--- src/rtl/afmt_pkg.sv ---
package afmt_pkg;

    localparam int LANE_W = 32;

    typedef enum logic [1:0] {
        FILL_ZERO = 2'd0,
        FILL_ONE  = 2'd1,
        FILL_RAND = 2'd2,
        FILL_RSVD = 2'd3
    } fill_e;

    typedef enum logic [1:0] {
        FOLD_FIRST  = 2'd0,
        FOLD_SECOND = 2'd1,
        FOLD_MEAN   = 2'd2,
        FOLD_MEAN_X = 2'd3
    } fold_e;

    // Lane mask keeping the top 4*(code+1) bits.
    function automatic logic [LANE_W-1:0] keep_mask(input logic [2:0] code);
        logic [4:0] sh;
        sh = 5'd28 - {code, 2'b00};
        return {LANE_W{1'b1}} << sh;
    endfunction

endpackage

--- src/rtl/afmt_lfsr.sv ---
module afmt_lfsr #(
    parameter int          W    = 16,
    parameter logic [W-1:0] TAPS = 16'hB400,
    parameter logic [W-1:0] SEED = 16'hACE1
) (
    input  logic         clk,
    input  logic         rst_n,
    input  logic         step,
    output logic [W-1:0] value
);
    logic [W-1:0] st_d, st_q;

    always_comb begin
        st_d = st_q;
        if (step) st_d = {st_q[W-2:0], ^(st_q & TAPS)};
    end

    always_ff @(posedge clk or negedge rst_n) begin
        if (!rst_n) st_q <= SEED;
        else        st_q <= st_d;
    end

    assign value = st_q;

    AST_LFSR_LIVE: assert property (@(posedge clk) disable iff (!rst_n)
        st_q != '0);

endmodule

--- src/rtl/afmt_width.sv ---
module afmt_width
    import afmt_pkg::*;
#(
    parameter int RND_W = 16
) (
    input  logic [LANE_W-1:0] x,
    input  logic [2:0]        src_code,
    input  logic [2:0]        dst_code,
    input  logic [1:0]        fill,
    input  logic              chop,
    input  logic [RND_W-1:0]  rnd,
    output logic [LANE_W-1:0] y,
    output logic              widened
);
    localparam int REP = LANE_W / RND_W;

    logic [LANE_W-1:0] k_in, k_out, xm, pat, half;
    logic [LANE_W:0]   sum;
    logic              ovf;

    always_comb begin
        k_in    = keep_mask(src_code);
        k_out   = keep_mask(dst_code);
        xm      = x & k_in;
        widened = dst_code > src_code;
        case (fill_e'(fill))
            FILL_ONE:  pat = {LANE_W{1'b1}};
            FILL_RAND: pat = {REP{rnd}};
            default:   pat = '0;
        endcase
        half = ((~k_out) >> 1) + {{(LANE_W-1){1'b0}}, 1'b1};
        sum  = {xm[LANE_W-1], xm} + {1'b0, half};
        ovf  = !xm[LANE_W-1] && sum[LANE_W-1];
        if (widened)
            y = xm | (pat & k_out & ~k_in);
        else if (dst_code == src_code)
            y = xm;
        else if (chop)
            y = xm & k_out;
        else if (ovf)
            y = {1'b0, {(LANE_W-1){1'b1}}} & k_out;
        else
            y = sum[LANE_W-1:0] & k_out;
    end

endmodule

--- src/rtl/afmt_conv.sv ---
module afmt_conv
    import afmt_pkg::*;
#(
    parameter int          CHAN_W    = 3,
    parameter int          LFSR_W    = 16,
    parameter logic [15:0] LFSR_SEED = 16'hACE1
) (
    input  logic              clk,
    input  logic              rst_n,
    input  logic              cfg_dir,
    input  logic [2:0]        cfg_aud_width,
    input  logic [2:0]        cfg_cli_width,
    input  logic [CHAN_W-1:0] cfg_aud_chans,
    input  logic [CHAN_W-1:0] cfg_cli_chans,
    input  logic [1:0]        cfg_fill,
    input  logic              cfg_chop,
    input  logic [1:0]        cfg_fold,
    input  logic              cfg_dup,
    input  logic              in_valid,
    output logic              in_ready,
    input  logic [31:0]       in_data,
    input  logic [CHAN_W-1:0] in_chan,
    output logic              out_valid,
    input  logic              out_ready,
    output logic [31:0]       out_data,
    output logic [CHAN_W-1:0] out_chan
);
    typedef struct packed {
        logic              out_vld;
        logic [31:0]       out_dat;
        logic [CHAN_W-1:0] out_ch;
        logic [31:0]       hold_dat;
        logic              pend;
        logic [31:0]       pend_dat;
    } state_t;

    state_t q, d;

    logic [2:0]        src_w, dst_w;
    logic [CHAN_W-1:0] src_ch, dst_ch;
    logic              fold_mode, dup_mode, load_ok, take, emit_conv;
    logic [32:0]       pair_sum;
    logic [31:0]       folded, conv_src, conv_y;
    logic              widened;
    logic [LFSR_W-1:0] rnd;

    assign src_w     = cfg_dir ? cfg_aud_width : cfg_cli_width;
    assign dst_w     = cfg_dir ? cfg_cli_width : cfg_aud_width;
    assign src_ch    = cfg_dir ? cfg_aud_chans : cfg_cli_chans;
    assign dst_ch    = cfg_dir ? cfg_cli_chans : cfg_aud_chans;
    assign fold_mode = (src_ch == CHAN_W'(1)) && (dst_ch == '0);
    assign dup_mode  = (src_ch == '0) && (dst_ch == CHAN_W'(1));
    assign load_ok   = !q.out_vld || out_ready;
    assign in_ready  = load_ok && !q.pend;
    assign take      = in_valid && in_ready;

    always_comb begin
        pair_sum = {q.hold_dat[31], q.hold_dat} + {in_data[31], in_data};
        case (fold_e'(cfg_fold))
            FOLD_FIRST:  folded = q.hold_dat;
            FOLD_SECOND: folded = in_data;
            default:     folded = pair_sum[32:1];
        endcase
        conv_src = fold_mode ? folded : in_data;
    end

    afmt_width #(.RND_W(LFSR_W)) u_width (
        .x        (conv_src),
        .src_code (src_w),
        .dst_code (dst_w),
        .fill     (cfg_fill),
        .chop     (cfg_chop),
        .rnd      (rnd),
        .y        (conv_y),
        .widened  (widened)
    );

    afmt_lfsr #(.W(LFSR_W), .SEED(LFSR_SEED[LFSR_W-1:0])) u_lfsr (
        .clk   (clk),
        .rst_n (rst_n),
        .step  (emit_conv && widened),
        .value (rnd)
    );

    always_comb begin
        d         = q;
        emit_conv = 1'b0;
        if (load_ok) d.out_vld = 1'b0;
        if (q.pend && load_ok) begin
            d.out_vld = 1'b1;
            d.out_dat = q.pend_dat;
            d.out_ch  = CHAN_W'(1);
            d.pend    = 1'b0;
        end else if (take && (in_chan <= src_ch)) begin
            if (fold_mode) begin
                if (in_chan == '0) begin
                    d.hold_dat = in_data;
                end else begin
                    emit_conv = 1'b1;
                    d.out_ch  = '0;
                end
            end else if (dup_mode) begin
                emit_conv  = 1'b1;
                d.out_ch   = '0;
                d.pend     = 1'b1;
                d.pend_dat = cfg_dup ? conv_y : '0;
            end else if (in_chan <= dst_ch) begin
                emit_conv = 1'b1;
                d.out_ch  = in_chan;
            end
            if (emit_conv) begin
                d.out_vld = 1'b1;
                d.out_dat = conv_y;
            end
        end
    end

    always_ff @(posedge clk or negedge rst_n) begin
        if (!rst_n) q <= '0;
        else        q <= d;
    end

    assign out_valid = q.out_vld;
    assign out_data  = q.out_dat;
    assign out_chan  = q.out_ch;

    AST_HOLD_OUT: assert property (@(posedge clk) disable iff (!rst_n)
        out_valid && !out_ready |=> out_valid && $stable(out_data) && $stable(out_chan));

    AST_STALL_IN: assert property (@(posedge clk) disable iff (!rst_n)
        out_valid && !out_ready |-> !in_ready);

    AST_CHAN_RANGE: assert property (@(posedge clk) disable iff (!rst_n)
        out_valid |-> out_chan <= dst_ch);

    AST_SAT_SIGN: assert property (@(posedge clk) disable iff (!rst_n)
        take && (dst_w < src_w) && !cfg_chop && !conv_src[31] |-> !conv_y[31]);

    AST_DUP_SECOND: assert property (@(posedge clk) disable iff (!rst_n)
        out_valid && out_ready && dup_mode && out_chan == '0 |=> out_valid && out_chan == CHAN_W'(1));

endmodule

--- config.mk ---
export PLATFORM = sky130hd
export DESIGN_NAME = afmt_conv
export DESIGN_NICKNAME = d
export VERILOG_FILES = /design/src/rtl/afmt_pkg.sv /design/src/rtl/afmt_lfsr.sv /design/src/rtl/afmt_width.sv /design/src/rtl/afmt_conv.sv
export SDC_FILE = /design/constraint.sdc
export NUM_CORES = 1
export LEC_CHECK = 0
export BUFFER_PORTS_ARGS = -buffer_cell sky130_fd_sc_hd__buf_2
export CELL_PAD_IN_SITES_DETAIL_PLACEMENT = 1
export CELL_PAD_IN_SITES_GLOBAL_PLACEMENT = 2
export CORE_UTILIZATION = 35
export DETAILED_ROUTE_END_ITERATION = 10
export GPL_TIMING_DRIVEN = 0
export PLACE_DENSITY = 0.88
export SYNTH_ARGS = -nofsm -noshare
export SYNTH_HDL_FRONTEND = slang
export SYNTH_SLANG_ARGS = --single-unit
--- constraint.sdc ---
create_clock -name clk -period 10.55 [get_ports clk]
set_input_delay 0.5275 -clock clk [delete_from_list [all_inputs] [get_ports clk]]
set_output_delay 0.5275 -clock clk [all_outputs]
set_load 0.03 [all_outputs]
==> flow_metrics.env, run 1 <==
export IMPL_ir_drop_uv=109
export IMPL_cts_hold_buf=1
export IMPL_critPathLaunchType="primary input"
export IMPL_seqCellArea_um2=2940
export IMPL_grt_max_degree=82
export IMPL_start_util_pct=35.7
export IMPL_wire_per_inst_um=23.3
export IMPL_first_global_vias=11900
export IMPL_power_density_nw_per_um2=157
export IMPL_rsz0062_at_grt="no"
export IMPL_drcViolationCount=0
export IMPL_slowest_stage="a2111oi_0"
export IMPL_synthFlopType="dfrtp_1"
export IMPL_multiInputGateArea_um2=7830
export IMPL_grt_pass1_wl_um=70400
export IMPL_antenna_left=0
export IMPL_drv_slew=0
export IMPL_post_cts_resized=0
export IMPL_hp_class="in2reg"
export IMPL_fmax_mhz=130
export IMPL_cts_tree="done"
export IMPL_die_h_um=184
export IMPL_root_buffer="clkbuf_16"
export IMPL_fillers=3992
export IMPL_vias=11800
export IMPL_placed_area_um2=12700
export IMPL_setup_viol=0
export IMPL_criticalPathCategory="in2reg"
export IMPL_synth_area_um2=11600
export IMPL_slew_headroom_pct=11.3
export IMPL_cts_max_level=4
export IMPL_status="complete, no violations"
export IMPL_io_pins=95
export IMPL_std_cell_rows=66
export IMPL_core_area_um2=32500
export IMPL_cp_slowest_stage_delay_ns=0.90
export IMPL_min_from="cfg_dup"
export IMPL_worstPathCellList="buf_2 > nor4_4 > o21a_1 > clkbuf_8 > clkbuf_1 > buf_1 > o21ai_0 > a211oi_1 > ha_1 > and2b_1 > nand3_1 > a2111oi_0 > nor3_1 > o41ai_1 > o21ai_2 > nor3_4 > a31oi_2 > o21ai_0 > a22o_1"
export IMPL_hold_violations=0
export IMPL_cp_required_ns=10.93
export IMPL_synthCells=1403
export IMPL_post_dp_hpwl_um=36500
export IMPL_cts_made_buffers=17
export IMPL_synthArstFlopShare_pct=100
export IMPL_finClkSkew_ns=0.0143
export IMPL_yosysSeqAreaShare_pct=25.3
export IMPL_critical_path_top_delay_family="compound AO/OA/AOI/OAI gates"
export IMPL_place_gp_congestion=0.957
export IMPL_synthTopCellsByArea="dfrtp_1, ha_1, a21oi_1, mux2_2, nor2_1"
export IMPL_synth_largest_area_cell="dfrtp_1"
export IMPL_timing_rr_start="q[34]$_DFFE_PN0P_"
export IMPL_wl_um=45900
export IMPL_area_growth_syn_to_layout_pct=14.4
export IMPL_grt_usage_pct=27.5
export IMPL_clk_pin_slew_worst_paths_ns=0.06
export IMPL_syn_nets=1551
export IMPL_grt_remaining_overflow=0
export IMPL_drtIter0Drc=849
export IMPL_crit_start="cfg_cli_chans[1]"
export IMPL_final_util_pct=40.8
export IMPL_io_buffer_count=93
export IMPL_tns_ns=0
export IMPL_synth_top_area_share_pct=23.5
export IMPL_synth_cell_types=95
export IMPL_clock_sinks=117
export IMPL_post_cts_setup_buffer_count=0
export IMPL_via_per_inst=6.00
export IMPL_synth_edf_count=0
export IMPL_synth_seq_cells=117
export IMPL_final_cell_count_no_fill=1972
export IMPL_final_period_utilization_pct=72.8
export IMPL_antennaDiodeCount=0
export IMPL_syn_area_per_cell_um2=8.27
export IMPL_dp_cells=1939
export IMPL_cts_path_max_buffers=2
export IMPL_drive_above_1_share_pct=19.2
export IMPL_fin_area_um2=13300
export IMPL_antenna_found_initial=0
export IMPL_worst_slew_pin_slew_ns=1.32
export IMPL_cap_violations=0
export IMPL_synth_common_cells="a21oi_1, dfrtp_1, nor2_1"
export IMPL_timing_final_crit_period_ns=7.68
export IMPL_first_pass_iters=5
export IMPL_nNetsFinal=1665
export IMPL_yosysMostFrequentCell="a21oi_1"
export IMPL_die_area_um2=33900
export IMPL_die_w_um=184
export IMPL_yosys_warnings=0
export IMPL_cp_data_arrival_time_ns=8.06
export IMPL_p_leak_nw=6.05
export IMPL_path_common_cell="o21ai_0"
export IMPL_worstSetupEndpointType="register"
export IMPL_crit_path_max_fanout=10
export IMPL_clk_latency_ns=0.45
export IMPL_cp_num_buf_inv=4
==> power by group <==
part | leakage, nW | internal, mW | total, mW | switching, mW
Sequential | 1.55 | 0.526 | 0.585 | 0.0594
Combinational | 4.20 | 0.338 | 0.873 | 0.535
Clock | 0.299 | 0.381 | 0.628 | 0.247
==> metal layers <==
| layer | track usage [%] | vias up | wire length (um) |
|---|---|---|---|
| met4 | 13.0 | 0 | 1890 |
| met1 | 36.1 | 5889 | 20700 |
| met3 | 3.09 | 91 | 2030 |
| li1 | - | 5472 | - |
| met2 | 44.9 | 386 | 21300 |
| met5 | 0 | - | 0 |
==> cells by family after synthesis <==
logic type,share of synthesized area [%]
DFF,25.3
buffers and inverters,7.18
and+or+nand+nor,16.0
AOI/OAI and AO/OA,31.3
muxes,6.57
xor gates and xnor gates,3.85
adders and majority gates,9.84
==> sequential cells by signal, summed over array words and instances (netlist names) <==
register,count
out_chan,3
out_data,32
out_valid,1
q,65
u_lfsr.value,16
==> worst min-delay path: cells and delay by family <==
| family | cells | cell delay (ns) |
|---|---|---|
| buf+inv | 1 | 0.12 |
| simple gates | 2 | 0.11 |
==> through the flow <==
stage | total power, mW | hold WS, ns | setup WS (ns)
floorplan | 1.18 | 0.232 | 5.48
global placement | 1.42 | 0.454 | 2.74
detailed placement | 1.45 | 0.452 | 2.69
CTS | 2.09 | 0.334 | 3.18
global route | 2.19 | 0.363 | 2.80
finish | 2.09 | 0.347 | 2.87
==> placed cells by master, fill, tap and decap left out, drive strengths merged, types with 13 or more instances in the layout <==
cell type and n:
a211oi 18, a21o 25, a21oi 143, a22o 27
a22oi 14, a2bb2oi 21, a31o 13, a31oi 30
buf 151, clkbuf 80, dfrtp 109, ha 88
inv 53, mux2 49, mux2i 21, nand2 106
nand2b 17, nand3 33, nor2 109, nor2b 16
nor3 37, o21a 13, o21ai 95, o31ai 23
xnor2 28, xor2 23
==> area by class of cell <==
type                    instances  share of cell area, %
multi-input cells            1120                   59.0
flip-flops and latches        117                   22.1
plain buffers                 118                   4.92
well taps                     442                   4.17
repair buffers                 95                   3.84
clock buffers                  19                   3.34
inverters                      48                   1.36
clock inverters                13                   1.27
==> path summary, 6_finish.rpt <==
path                       slack [ns]                 endpoint  cells after the start
max                              2.87         q[0]$_DFFE_PN0P_                     19
min                              0.35        q[31]$_DFFE_PN0P_                      3
max reg2reg                      3.11         q[0]$_DFFE_PN0P_                     20
min reg2reg                      0.48        q[22]$_DFFE_PN0P_                      2
max in group asynchronous        9.21        q[62]$_DFFE_PN0P_                      3
min in group asynchronous        0.55  out_chan[2]$_DFFE_PN0P_                      2
No activity file was read; power rests on OpenSTA's default activity.
==> inputs of run 2 (changes only) <==
CORE_UTILIZATION = 34   (was 35)
PLACE_DENSITY = 0.89   (was 0.88)
clock period = 6.7 ns   (was 10.55 ns; I/O delays follow)
==> flow_metrics.env, run 2 (synthesis results as in run 1) <==
export IMPL_io_buffer_count=93
export IMPL_cts_path_max_buffers=2
export IMPL_power_density_nw_per_um2=243
export IMPL_worst_slew_pin_slew_ns=1.21
export IMPL_wl_um=45400
export IMPL_total_power_mw=3.24
export IMPL_fmax_mhz=155
export IMPL_grt_busiest_layer="met2"
export IMPL_fillers=4081
export IMPL_wire_per_inst_um=22.9
export IMPL_root_buffer="clkbuf_16"
export IMPL_clk_latency_ns=0.45
export IMPL_timing_final_crit_period_ns=6.46
export IMPL_multiInputGateArea_um2=7870
export IMPL_dp_cells=1945
export IMPL_drv_slew=0
export IMPL_hp_class="in2reg"
export IMPL_layout_cells_most_common_list="a21oi_1, nor2_1, dfrtp_1"
export IMPL_status="complete, no violations"
export IMPL_cp_data_arrival_time_ns=6.84
export IMPL_final_cell_count_no_fill=1978
export IMPL_critical_path_top_delay_family="compound AO/OA/AOI/OAI gates"
export IMPL_drive_above_1_share_pct=19.6
export IMPL_clk_pin_slew_worst_paths_ns=0.06
export IMPL_via_per_inst=5.93
export IMPL_grt_pass1_wl_um=70100
export IMPL_slowest_stage="buf_1"
export IMPL_rsz0062_at_grt="no"
export IMPL_cts_tree="done"
export IMPL_setup_viol=0
export IMPL_met2_usage_pct=43.1
export IMPL_drtIter0Drc=777
export IMPL_nNetsFinal=1666
export IMPL_largest_register_ffs=65
export IMPL_ir_drop_uv=208
export IMPL_p_leak_nw=6.05
export IMPL_largest_register="q"
export IMPL_grt_max_degree=67
export IMPL_std_cell_rows=67
export IMPL_antenna_found_initial=0
export IMPL_core_area_um2=33500
export IMPL_seqCellArea_um2=2940
export IMPL_grt_use_met3_pct=4.18
export IMPL_crit_path_max_fanout=10
export IMPL_r2r_cells=20
export IMPL_cts_max_level=4
export IMPL_area_growth_syn_to_layout_pct=14.8
export IMPL_hold_violations=0
export IMPL_first_pass_iters=5
export IMPL_start_util_pct=34.6
export IMPL_die_h_um=187
export IMPL_antennaDiodeCount=0
export IMPL_die_area_um2=34900
export IMPL_use_met1_pct=34.6
export IMPL_final_period_utilization_pct=96.4
export IMPL_post_dp_hpwl_um=36300
export IMPL_cp_slowest_stage_delay_ns=0.63
export IMPL_drcViolationCount=0
export IMPL_worstPathCellList="buf_2 > nor4_4 > o21a_1 > clkbuf_8 > clkbuf_1 > buf_1 > o21ai_0 > a211oi_2 > ha_1 > and2b_1 > nand3_1 > a2111oi_2 > nor3_1 > o41ai_1 > o21ai_2 > nor3_4 > a31oi_2 > a211oi_2 > a22o_1"
export IMPL_min_delay_path_depth=3
export IMPL_critPathLaunchType="primary input"
export IMPL_criticalPathCategory="in2reg"
export IMPL_die_w_um=187
export IMPL_first_global_vias=12000
export IMPL_vias=11700
export IMPL_cap_violations=0
export IMPL_cts_made_buffers=17
export IMPL_clock_sinks=117
export IMPL_antenna_left=0
export IMPL_worst_path_stages=19
export IMPL_cp_required_ns=7.08
export IMPL_io_pins=95
export IMPL_path_common_cell="a211oi_2"
export IMPL_grt_usage_pct=26.1
export IMPL_grt_remaining_overflow=0
export IMPL_finClkSkew_ns=0.0124
export IMPL_cp_num_buf_inv=4
export IMPL_place_gp_congestion=0.974
export IMPL_worstSetupEndpointType="register"
export IMPL_slew_headroom_pct=18.4
export IMPL_final_common_cell="a21oi_1"
run 2: cell count changes in the layout (fill, tap and decap cells not counted), moves of 2 or more:
| cell | previous run | this run |
|---|---|---|
| clkinvlp_4 | 1 | 3 |
| clkinv_4 | 2 | 0 |
| a211oi_1 | 17 | 13 |
| clkbuf_8 | 3 | 5 |
| a211oi_2 | 1 | 4 |
| inv_6 | 5 | 3 |
run 2: metal layers:
| metal | vias to the layer above | wire length, um |
|---|---|---|
| met4 | 0 | 1280 |
| li1 | 5458 | - |
| met5 | - | 0 |
| met1 | 5834 | 20800 |
| met2 | 372 | 21100 |
| met3 | 73 | 2180 |
run 2: timing repair:
action | CTS | global route
setup endpoints to repair | 63 | 30
pin swaps | 0 | 1
endpoints found under the hold margin | 51 | 0
gates resized for setup | 5 | 4
setup buffers | 0 | 1
hold buffers | 1 | 0
run 2: where the power goes:
part	internal, mW	switching, mW	leakage, nW	total (mW)
clock network	0.575	0.373	0.285	0.948
registers	0.828	0.0902	1.55	0.918
logic	0.534	0.839	4.22	1.37
run 2: worst paths after layout:
path / from / end / slack (ns)
worst max-delay path: cfg_cli_chans[1] / q[11]$_DFFE_PN0P_ / 0.24
worst min-delay path: in_data[1] / q[34]$_DFFE_PN0P_ / 0.16
worst max register to register: q[34]$_DFFE_PN0P_ / q[11]$_DFFE_PN0P_ / 0.30
worst min register to register: q[31]$_DFFE_PN0P_ / q[31]$_DFFE_PN0P_ / 0.48
max in group asynchronous: rst_n / u_lfsr.value[0]$_DFFE_PN1P_ / 5.53
min in group asynchronous: rst_n / out_chan[2]$_DFFE_PN0P_ / 0.41
run 2: area by class of cell:
cell class,count,area share (%)
Buffer,118,4.90
Sequential cell,117,22.1
Inverter,48,1.35
Multi-Input combinational cell,1120,59.1
Tap cell,448,4.21
Timing Repair Buffer,96,3.97
Clock buffer,20,3.50
Clock inverter,11,0.930
run 2: worst register-to-register path, delay by kind of cell (launching register included):
| family | cells | cell delay, ns |
|---|---|---|
| flops | 1 | 0.38 |
| buf+inv | 1 | 0.09 |
| compound gates | 10 | 3.47 |
| xor+xnor | 1 | 0.20 |
| simple gates | 6 | 1.40 |
| fa+ha+maj | 2 | 0.80 |
run 2: stage by stage:
step	utilization, %	worst slack (ns)	hold WS (ns)	area [um^2]	setup TNS [ns]
6_report	39.7	0.242	0.160	13300	0
5_1_grt	39.7	0.000653	0.162	13300	0
4_1_cts	39.6	0.187	0.131	13300	0
3_5_place_dp	37.8	-0.835	0.320	12700	-35.91
3_3_place_gp	37.7	-0.729	0.455	12600	-29.14
2_1_floorplan	-	1.81	0.0394	11600	0
